`src/rtl/pwm_steer_pkg.sv`:
```
package pwm_steer_pkg;
  typedef enum logic {
    STEER_INPHASE   = 1'b0,
    STEER_ALTERNATE = 1'b1
  } steer_mode_e;
endpackage

```
`src/rtl/pwm_ramp.sv`:
```
// Period counter: sawtooth position, dead-time window and period markers.
module pwm_ramp #(
  parameter int PERIOD = 32,
  parameter int DEAD   = 4,
  parameter int CNT_W  = 8
) (
  input  logic             clk,
  input  logic             rst_n,
  output logic             dead_o,
  output logic             start_next_o,
  output logic             wrap_o,
  output logic [CNT_W-1:0] pos_o
);
  localparam logic [CNT_W-1:0] LAST_C = CNT_W'(PERIOD - 1);
  localparam logic [CNT_W-1:0] DEAD_C = CNT_W'(DEAD);
  localparam logic [CNT_W-1:0] PRE_C  = CNT_W'(DEAD - 1);

  logic [CNT_W-1:0] cnt_q;

  always_ff @(posedge clk or negedge rst_n) begin
    if (!rst_n)              cnt_q <= '0;
    else if (cnt_q == LAST_C) cnt_q <= '0;
    else                     cnt_q <= cnt_q + 1'b1;
  end

  assign dead_o       = (cnt_q < DEAD_C);
  assign start_next_o = (cnt_q == PRE_C);
  assign wrap_o       = (cnt_q == LAST_C);
  assign pos_o        = dead_o ? '0 : (cnt_q - DEAD_C);
endmodule

```
`src/rtl/pwm_term.sv`:
```
// Set/reset pulse latch with blanking and the sticky overcurrent trip.
module pwm_term #(
  parameter int BLANK = 3,
  parameter int CNT_W = 8
) (
  input  logic             clk,
  input  logic             rst_n,
  input  logic             dead,
  input  logic             start_next,
  input  logic             wrap,
  input  logic [CNT_W-1:0] pos,
  input  logic [CNT_W-1:0] duty,
  input  logic             cur_lim,
  input  logic             over_cur,
  output logic             pulse_o,
  output logic             trip_o
);
  localparam logic [CNT_W-1:0] BLANK_C = CNT_W'(BLANK);

  logic live_q, trip_q;
  logic blanked, crossed, cut;

  assign blanked = (pos < BLANK_C);
  assign crossed = (pos >= duty);
  assign cut     = over_cur | (!blanked & (crossed | cur_lim));

  always_ff @(posedge clk or negedge rst_n) begin
    if (!rst_n)              live_q <= 1'b0;
    else if (start_next)     live_q <= (duty != '0);
    else if (!dead && cut)   live_q <= 1'b0;
  end

  always_ff @(posedge clk or negedge rst_n) begin
    if (!rst_n)        trip_q <= 1'b0;
    else if (over_cur) trip_q <= 1'b1;
    else if (wrap)     trip_q <= 1'b0;
  end

  assign pulse_o = live_q & !dead & !cut;
  assign trip_o  = trip_q;
endmodule

```
`src/rtl/pwm_route.sv`:
```
// Period toggle and steering of the gated pulse onto the two legs.
module pwm_route
  import pwm_steer_pkg::*;
(
  input  logic       clk,
  input  logic       rst_n,
  input  logic       wrap,
  input  logic       mode,
  input  logic       pulse,
  output logic [1:0] legs
);
  steer_mode_e mode_e;
  logic        phase_q;

  assign mode_e = steer_mode_e'(mode);

  always_ff @(posedge clk or negedge rst_n) begin
    if (!rst_n)    phase_q <= 1'b0;
    else if (wrap) phase_q <= !phase_q;
  end

  for (genvar i = 0; i < 2; i++) begin : g_leg
    logic sel;
    assign sel     = (mode_e == STEER_ALTERNATE) ? (phase_q == 1'(i)) : 1'b1;
    assign legs[i] = pulse & sel;
  end
endmodule

```
`src/rtl/pwm_steer.sv`:
```
module pwm_steer #(
  parameter int PERIOD = 32,
  parameter int DEAD   = 4,
  parameter int BLANK  = 3,
  parameter int CNT_W  = 8
) (
  input  logic             clk,
  input  logic             rst_n,
  input  logic [CNT_W-1:0] duty,
  input  logic             cur_lim,
  input  logic             over_cur,
  input  logic             enable,
  input  logic             fault_in,
  input  logic             mode,
  output logic             out_a,
  output logic             out_b,
  output logic             clk_mark,
  output logic             trip
);
  logic             dead, start_next, wrap, pulse, allow;
  logic [CNT_W-1:0] pos;
  logic [1:0]       legs;

  pwm_ramp #(.PERIOD(PERIOD), .DEAD(DEAD), .CNT_W(CNT_W)) u_ramp (
    .clk(clk), .rst_n(rst_n), .dead_o(dead), .start_next_o(start_next),
    .wrap_o(wrap), .pos_o(pos)
  );

  pwm_term #(.BLANK(BLANK), .CNT_W(CNT_W)) u_term (
    .clk(clk), .rst_n(rst_n), .dead(dead), .start_next(start_next),
    .wrap(wrap), .pos(pos), .duty(duty), .cur_lim(cur_lim),
    .over_cur(over_cur), .pulse_o(pulse), .trip_o(trip)
  );

  assign allow = enable & !fault_in & !trip;

  pwm_route u_route (
    .clk(clk), .rst_n(rst_n), .wrap(wrap), .mode(mode),
    .pulse(pulse & allow), .legs(legs)
  );

  assign out_a    = legs[0];
  assign out_b    = legs[1];
  assign clk_mark = dead;
endmodule

```
`config.mk`:
```
export PLATFORM = sky130hd
export DESIGN_NAME = pwm_steer
export DESIGN_NICKNAME = d
export VERILOG_FILES = /design/src/rtl/pwm_steer_pkg.sv /design/src/rtl/pwm_ramp.sv /design/src/rtl/pwm_term.sv /design/src/rtl/pwm_route.sv /design/src/rtl/pwm_steer.sv
export SDC_FILE = /design/constraint.sdc
export NUM_CORES = 1
export LEC_CHECK = 0
export ABC_AREA = 1
export CAP_MARGIN = 20
export CORE_MARGIN = 2
export CORE_UTILIZATION = 47
export DETAILED_ROUTE_END_ITERATION = 16
export GPL_TIMING_DRIVEN = 0
export PLACE_DENSITY = 0.73
export SLEW_MARGIN = 20
export SYNTH_ARGS = -nofsm -noshare
export SYNTH_HDL_FRONTEND = slang
export SYNTH_HIERARCHICAL = 1
export SYNTH_SLANG_ARGS = --single-unit
```
`constraint.sdc`:
```
create_clock -name clk -period 2.9 [get_ports clk]
set_input_delay 0.435 -clock clk [delete_from_list [all_inputs] [get_ports clk]]
set_output_delay 0.435 -clock clk [all_outputs]
set_load 0.02 [all_outputs]
```
==> impl_metrics.tcl, run 1 <==
set metrics [dict create \
    yosysWarningCount 6 \
    crit_path_end_kind "output port" \
    setup_tns_ps -300 \
    syn_inst 155 \
    nets 213 \
    syn_to_final_growth_pct 42.2 \
    pwr-share-clk_pct 33.8 \
    first_global_vias 933 \
    ys_ff_latch 11 \
    cts_buffer_depth 2 \
    p_int_uw 233 \
    clkTransAtPathRegs_ps 70 \
    cts_buffers 3 \
    crit_required_ps 2470 \
    finalClockSkew_ps 1.52 \
    drive_above_1_share_pct 22.6 \
    drt_pass1_iterations 4 \
    drtIter0Drc 20 \
    antenna_found_initial 0 \
    final_area_um2 1410 \
    fin_crit_sh_pct 105 \
    track_usage_pct 18.5 \
    htree_levels 1 \
    synth_fp_nets 181 \
    core_um2 1980 \
    die_area_um2 2490 \
    status "finished with violations" \
    ys_seq_area_share_pct 27.8 \
    finalWorstSetupSlack_ps -155 \
    power.density_nw_per_um2 215 \
    grt-ovfl-total 0 \
    cap_violations 0 \
    fill_cells 160 \
    setup_viol 2 \
    die_w_um 49.9 \
    pwr-share-seq_pct 50.8 \
    worst_slew_pin_slew_ps 470 \
    wire_per_inst_um 10.3 \
    arrival_ps 2620 \
    comb_power_share_pct 15.4 \
    rsz0062_at_grt "yes" \
    clock.fmax_mhz 327 \
    multi_input_area_um2 689 \
    critPathSlowestCell "dfrtp_1" \
    vias 1015 \
    worstSetupPathType "reg -> out" \
    place_area_um2 1210 \
    switching_share_pct 22.7 \
    wl_um 2200 \
    clock_latency_ps 270 \
    start_kind "flip-flop" \
    peakVddDrop_mv 0.285 \
    start_util_pct 49.9 \
    path_cells "inv_2 > ha_4 > nand4_1 > nand2_1 > nor2_1 > ha_1 > a21oi_1 > nor2_1 > nor2_1 > nand2_1 > nand2_2 > nand2_2 > nor3_2 > nand2_1 > nor2_2 > inv_2 > a21oi_2 > buf_6" \
    holdWs_ps 490 \
    postRouteAntennaNets 0 \
    avgSynthCellArea_um2 6.38 \
    grt_pass1_wl_um 3620 \
    grt_max_degree 12 \
    clock-root-buffer "clkbuf_4" \
    final_common_cell "nand2_1" \
    port_buffers 18 \
    violations "setup timing" \
    crit_fanout 5 \
    final_cell_mix "45 x nand2_1, 28 x inv_1, 17 x nor2_1, 16 x clkdlybuf4s50_1, 10 x buf_4" \
    hold_path_class "in -> async" \
    cpPeakStageDelay_ps 390 \
    io_pins 19 \
    relSlewSlack_pct 68.6 \
    tritoncts_num_sinks 11 \
    drv_slew 0 \
    die_y_um 49.9 \
    row_count 16 \
    cts_tree "yes" \
    finalCriticalPeriod_ps 3050 \
    syn-cell-area_um2 988 \
    drc 0 \
    seqCellArea_um2 278 \
    ys_types 19 \
    finalHoldViolations 0 \
    p_sw_uw 68.5 \
    gp_congestion 0.898 \
    dp_hpwl_um 1610 \
    diodes 0 \
    cts-hold-fix-buffers 0 \
    vias_per_cell 4.77 \
    p_leak_uw 0.000723 \
]
## critical path: cells and delay by family, from the launching register on
kind	cells	cell delay, ps
and+or+nand+nor	11	980
buffers and inverters	3	260
adders and majority gates	2	450
AOI/OAI and AO/OA	2	250
DFF	1	390
## metrics by stage
| step | std cells | total power (uW) | util [%] | setup slack [ps] |
|---|---|---|---|---|
| after floorplan | 155 | 171 | - | 46.2 |
| after global placement | 200 | 195 | 61.1 | -572 |
| after detailed placement | 200 | 196 | 61.1 | -625 |
| after CTS | 211 | 301 | 66.7 | -270 |
| after global routing | 213 | 323 | 70.9 | -333 |
| final | 213 | 302 | 70.9 | -155 |
## synth_stat cells
library cell  instances  share of area [%]
nand4_1               4                2.5
inv_2                 1               0.38
nor2_1               17                6.5
a21oi_1               6                3.0
dfrtp_1              11                 28
nor3_1                2                1.0
nor2_4                1                1.1
nand2_1              49                 19
nand3_1               5                2.5
a21oi_2               1               0.89
nand2_2               1               0.63
o41ai_1               1               0.89
nor2_2                4                2.5
o21ai_0               3                1.5
xor2_1                2                1.8
inv_1                34                 13
or2_1                 1               0.63
o21bai_1              1               0.76
ha_1                 11                 14
## power by group through the flow
stage          sequential [uW]  combinational (uW)  clock (uW)
6_report                   153                46.5         102
5_1_grt                    153                52.7         117
4_1_cts                    153                41.4         106
3_5_place_dp               156                39.7           0
3_3_place_gp               156                38.5           0
2_1_floorplan              156                14.4           0
## metal layers
layer	global-route usage, %	part of all wire, %	vias to the layer above
met4	6.48	1.5	0
li1	-	-	534
met1	22.4	45	461
met2	33.6	50	16
met3	1.82	3.5	4
met5	0	0	-
## worst paths after layout
check	start	end	slack, ps	depth (start not counted)
max	u_ramp/cnt_q[2]$_DFF_PN0_	out_b	-150	18
min	rst_n	u_ramp/cnt_q[0]$_DFF_PN0_	490	1
max reg2reg	u_ramp/cnt_q[2]$_DFF_PN0_	u_term/live_q$_DFFE_PN0P_	730	18
min reg2reg	u_ramp/cnt_q[0]$_DFF_PN0_	u_ramp/cnt_q[0]$_DFF_PN0_	520	1
max in group asynchronous	rst_n	u_ramp/cnt_q[5]$_DFF_PN0_	2060	1
min in group clk	u_ramp/cnt_q[0]$_DFF_PN0_	u_ramp/cnt_q[0]$_DFF_PN0_	520	1
## kinds of logic after synthesis
family / count (synthesis) / synth area share (%)
and+or+nand+nor: 84 / 36.1
buffers and inverters: 35 / 13.3
AOI/OAI and AO/OA: 12 / 7.09
adders and majority gates: 11 / 13.9
DFF: 11 / 27.8
xor gates and xnor gates: 2 / 1.77
## final cells by class
class | instances | share of cell area [%]
tap | 27 | 2.40
timing repair buffer | 27 | 17.5
multi-input combinational | 109 | 49.1
inverter | 35 | 9.35
clock buffer | 4 | 1.87
sequential | 11 | 19.8
## state kept, by name (all words and copies together) (netlist names)
register and flops:
u_route/phase_q 1, u_term/live_q 1, u_term/trip_o 1, u_ramp/cnt_q 8
## what timing repair did
action / 4_1_cts / 5_1_grt
pin swaps: 8 / 13
gates resized for setup: 21 / 13
setup endpoints to repair: 2 / 2
setup buffers: 7 / 2
(Power assumes the default switching activity.)
==> run 2: changes to the inputs <==
Settings changed: CORE_UTILIZATION 47 to 51, PLACE_DENSITY 0.73 to 0.79.
==> impl_metrics.tcl, run 2 (synthesized netlist as in run 1, its figures left out) <==
set metrics [dict create \
    cts_buffer_depth 2 \
    cts_buffers 3 \
    largest_reg_flops 8 \
    wl_met2_um 1290 \
    die_area_um2 2310 \
    wire_per_inst_um 11.3 \
    vias_per_cell 4.91 \
    drc 0 \
    status "finished with violations" \
    holdWs_ps 487 \
    peakVddDrop_mv 0.265 \
    hold_path_class "in -> async" \
    drive_above_1_share_pct 21.3 \
    finalWorstSetupSlack_ps -183 \
    final_area_um2 1400 \
    postLayoutCoreUtil_pct 78.4 \
    top_register "u_ramp/cnt_q" \
    rsz0062_at_grt "yes" \
    clock-root-buffer "clkbuf_4" \
    p_sw_uw 67.8 \
    grt_max_degree 12 \
    switching_share_pct 22.5 \
    start_util_pct 55.4 \
    port_buffers 18 \
    core_um2 1780 \
    row_count 15 \
    wl_um 2420 \
    worstSetupPathType "reg -> out" \
    wl_met1_um 1030 \
    fill_cells 131 \
    drtIter0Drc 14 \
    die_w_um 48.0 \
    diodes 0 \
    nets 215 \
    p_int_uw 233 \
    seqCellArea_um2 278 \
    first_global_vias 939 \
    setup_viol 2 \
    final_cell_mix "48 x nand2_1, 29 x inv_1, 16 x clkdlybuf4s50_1, 16 x nor2_1, 11 x buf_4" \
    dp_hpwl_um 1620 \
    tritoncts_num_sinks 11 \
    p_leak_uw 0.000733 \
    track_usage_pct 23.3 \
    fin_crit_sh_pct 106 \
    pwr-share-seq_pct 51.0 \
    syn_to_final_growth_pct 41.4 \
    io_pins 19 \
    comb_power_share_pct 15.2 \
    route.met3.wl_um 67 \
    power.density_nw_per_um2 215 \
    finalClockSkew_ps 1.16 \
    multi_input_area_um2 666 \
    cts_tree "yes" \
    finalHoldViolations 0 \
    antenna_found_initial 0 \
    gp_congestion 0.892 \
    crit_fanout 7 \
    drt_pass1_iterations 4 \
    highest_layer "met4" \
    grt-ovfl-total 0 \
    cap_violations 0 \
    relSlewSlack_pct 68.8 \
    grt_pass1_wl_um 3710 \
    drv_slew 0 \
    clock_latency_ps 270 \
    crit_path_end_kind "output port" \
    clkTransAtPathRegs_ps 60 \
    die_y_um 48.0 \
    pwr-share-clk_pct 33.8 \
    vias 1046 \
    postRouteAntennaNets 0 \
    place_area_um2 1210 \
    finalCriticalPeriod_ps 3080 \
    violations "setup timing" \
    start_kind "flip-flop" \
    place_ws_ps -648 \
    clock.fmax_mhz 324 \
    final_common_cell "nand2_1" \
    cts-hold-fix-buffers 0 \
    arrival_ps 2650 \
    htree_levels 1 \
    crit_required_ps 2470 \
    worst_slew_pin_slew_ps 467 \
]
run 2: cell count changes in the layout (fill, tap and decap cells not counted), sizes merged:
cell  change
buf       +2
run 2: critical path, stage by stage (launching register included):
cell,delay (ps)
dfrtp_2,460
nor2_4,160
nand4_1,200
nand2_1,160
nor2_2,50
ha_1,290
a21oi_1,130
nor2_1,50
nor2_1,90
nand2_1,60
nand2_1,80
nand2_2,60
nor3_2,100
nand2_1,80
nor2_2,100
inv_2,50
a21oi_2,110
buf_6,130
run 2: final cells by class:
type                            count  share of cell area, %
Timing Repair Buffer               29                   19.0
Tap cell                           25                   2.24
Sequential cell                    11                   19.9
Inverter                           35                   9.40
Clock buffer                        4                   1.88
Multi-Input combinational cell    109                   47.6
run 2: what timing repair did:
action	4_1_cts	5_1_grt
endpoints found under the setup margin	2	2
pin swaps	3	4
buffers inserted	9	2
resized for setup	25	5
run 2: path summary, 6_finish.rpt:
kind                                                   from                           to  slack (ps)  depth (start not counted)
worst min register to register  u_route/phase_q$_DFFE_PN0P_  u_route/phase_q$_DFFE_PN0P_         540                          2
worst max register to register    u_ramp/cnt_q[5]$_DFF_PN0_    u_term/live_q$_DFFE_PN0P_         650                         16
worst max-delay path              u_ramp/cnt_q[5]$_DFF_PN0_                        out_b        -180                         17
min in group clk                u_route/phase_q$_DFFE_PN0P_  u_route/phase_q$_DFFE_PN0P_         540                          2
worst min-delay path                                  rst_n    u_ramp/cnt_q[3]$_DFF_PN0_         490                          1
max in group asynchronous                             rst_n    u_ramp/cnt_q[5]$_DFF_PN0_        2070                          1
run 2: per-layer routing:
layer,GRT usage [%],vias to the layer above
met3,1.13,4
met4,11.4,0
met1,26.6,485
met5,0,-
met2,43.7,15
li1,-,542
run 2: power groups by stage:
stage	registers [uW]	logic, uW	clock network (uW)
floorplan	156	14.4	0
global placement	156	38.4	0
detailed placement	156	39.3	0
CTS	153	43.1	107
global route	153	51.1	110
finish	153	45.8	102
run 2: stage by stage:
step           TNS [ps]  power [uW]  std cells
2_1_floorplan         0         171        155
3_3_place_gp      -1130         195        198
3_5_place_dp      -1280         196        198
4_1_cts            -358         304        211
5_1_grt            -763         315        213
6_report           -358         301        213
==> run 3: changes to the inputs <==
Settings changed: RECOVER_POWER set to 50.
==> impl_metrics.tcl, run 3 (synthesized netlist as in run 1, its figures left out) <==
set metrics [dict create \
    antenna_found_initial 0 \
    port_buffers 18 \
    r2r_setup_slack_ps 650 \
    vias 1046 \
    cts-hold-fix-buffers 0 \
    p_leak_uw 0.000734 \
    start_kind "flip-flop" \
    tritoncts_num_sinks 11 \
    p_int_uw 233 \
    critPathSlowestCell "dfrtp_2" \
    vias_per_cell 4.91 \
    path_cells "nor2_4 > nand4_1 > nand2_1 > nor2_2 > ha_1 > a21oi_1 > nor2_1 > nor2_1 > nand2_1 > nand2_1 > nand2_2 > nor3_2 > nand2_1 > nor2_2 > inv_2 > a21oi_2 > buf_6" \
    worstSetupPathType "reg -> out" \
    top_register "u_ramp/cnt_q" \
    syn_to_final_growth_pct 41.4 \
    violations "setup timing" \
    drv_slew 0 \
    clock-root-buffer "clkbuf_4" \
    finalCriticalPeriod_ps 3080 \
    start_util_pct 55.4 \
    drc 0 \
    postRouteAntennaNets 0 \
    dp_hpwl_um 1620 \
    cap_violations 0 \
    comb_power_share_pct 15.1 \
    wire_per_inst_um 11.3 \
    drt_pass1_iterations 4 \
    gp_congestion 0.892 \
    setup_tns_ps -358 \
    core_um2 1780 \
    crit_required_ps 2470 \
    grt_pass1_wl_um 3710 \
    wl_um 2420 \
    die_area_um2 2310 \
    crit_fanout 7 \
    die_w_um 48.0 \
    relSlewSlack_pct 68.4 \
    pwr-share-seq_pct 51.0 \
    io_pins 19 \
    track_usage_pct 23.3 \
    grt-ovfl-total 0 \
    min_path_cells 2 \
    fin_crit_sh_pct 106 \
    status "finished with violations" \
    drive_above_1_share_pct 21.3 \
    setup_viol 2 \
    clock.fmax_mhz 324 \
    largest_reg_flops 8 \
    finalClockSkew_ps 1.16 \
    pwr-share-clk_pct 33.9 \
    crit_path_end_kind "output port" \
    row_count 15 \
    cpPeakStageDelay_ps 460 \
    diodes 0 \
    cts_buffers 3 \
    grt_max_degree 12 \
    critPathTopFamily "simple AND/OR/NAND/NOR gates" \
    hold_path_class "reg -> reg" \
    worst-path-stages 17 \
    worst_slew_pin_slew_ps 472 \
    final_common_cell "nand2_1" \
    arrival_ps 2650 \
    cp_common_cell "nand2_1" \
    final_cell_mix "48 x nand2_1, 29 x inv_1, 16 x nor2_1, 15 x clkdlybuf4s50_1, 11 x buf_4" \
    drtIter0Drc 14 \
    htree_levels 1 \
    cts_tree "yes" \
    rr_worst_depth 16 \
    critical_path_buf_inv_count 2 \
    place_ws_ps -648 \
    fill_cells 131 \
    rsz0062_at_grt "yes" \
    switching_share_pct 22.5 \
    peakVddDrop_mv 0.264 \
    cts_buffer_depth 2 \
    finalWorstSetupSlack_ps -183 \
    nets 215 \
    first_global_vias 939 \
    p_sw_uw 67.8 \
    power.density_nw_per_um2 215 \
    dp.cells 198 \
    clkTransAtPathRegs_ps 60 \
    stdcell_count 213 \
    finalHoldViolations 0 \
    die_y_um 48.0 \
    clock_latency_ps 270 \
    total_power_uw 301 \
]
-- run 3: cell types whose count changed in the layout (fill, tap and decap cells not counted) --
cell	before	now
dlygate4sd3_1	0	1
clkdlybuf4s50_1	16	15
-- run 3: metrics by stage --
stage	cell area [um^2]	hold slack, ps	util (%)
after floorplan	997	139	-
after global placement	1210	512	67.8
after detailed placement	1210	523	67.8
after CTS	1370	489	76.7
after global routing	1400	581	78.4
final	1400	538	78.4
-- run 3: path summary, 6_finish.rpt --
path,start,end
worst min register to register,u_route/phase_q$_DFFE_PN0P_,u_route/phase_q$_DFFE_PN0P_
max in group asynchronous,rst_n,u_ramp/cnt_q[5]$_DFF_PN0_
min in group asynchronous,rst_n,u_ramp/cnt_q[3]$_DFF_PN0_
worst max-delay path,u_ramp/cnt_q[5]$_DFF_PN0_,out_b
worst min-delay path,u_route/phase_q$_DFFE_PN0P_,u_route/phase_q$_DFFE_PN0P_
worst max register to register,u_ramp/cnt_q[5]$_DFF_PN0_,u_term/live_q$_DFFE_PN0P_
-- run 3: timing repair --
action,CTS,global route
resized for setup,25,5
pin swaps,3,4
endpoints found under the hold margin,0,0
buffers inserted,9,2
setup endpoints to repair,2,2
cloned,0,0
-- run 3: metal layers --
layer,up-vias,part of all wire [%],track usage [%]
met5,-,0,0
met1,485,43,26.6
met2,15,53,43.7
li1,542,-,-
met4,0,1.3,11.4
met3,4,2.8,1.13
-- run 3: power groups by stage --
stage	Sequential, uW	Combinational (uW)	Clock, uW
3_5_place_dp	156	39.3	0
3_3_place_gp	156	38.4	0
2_1_floorplan	156	14.4	0
4_1_cts	153	43.1	107
5_1_grt	153	50.8	110
6_report	153	45.5	102
-- run 3: layout make-up --
| type | instances | area [um^2] | share of cell area, % |
|---|---|---|---|
| Tap cell | 25 | 31.3 | 2.24 |
| Sequential cell | 11 | 278 | 19.9 |
| Clock buffer | 4 | 26.3 | 1.88 |
| Multi-Input combinational cell | 109 | 666 | 47.6 |
| Inverter | 35 | 131 | 9.40 |
| Timing Repair Buffer | 29 | 265 | 19.0 |
-- run 3: tightest hold or removal path: cells and delay by family, from the launching register on --
| kind | cells | cell delay, ps |
|---|---|---|
| simple gates | 2 | 120 |
| flops | 1 | 400 |
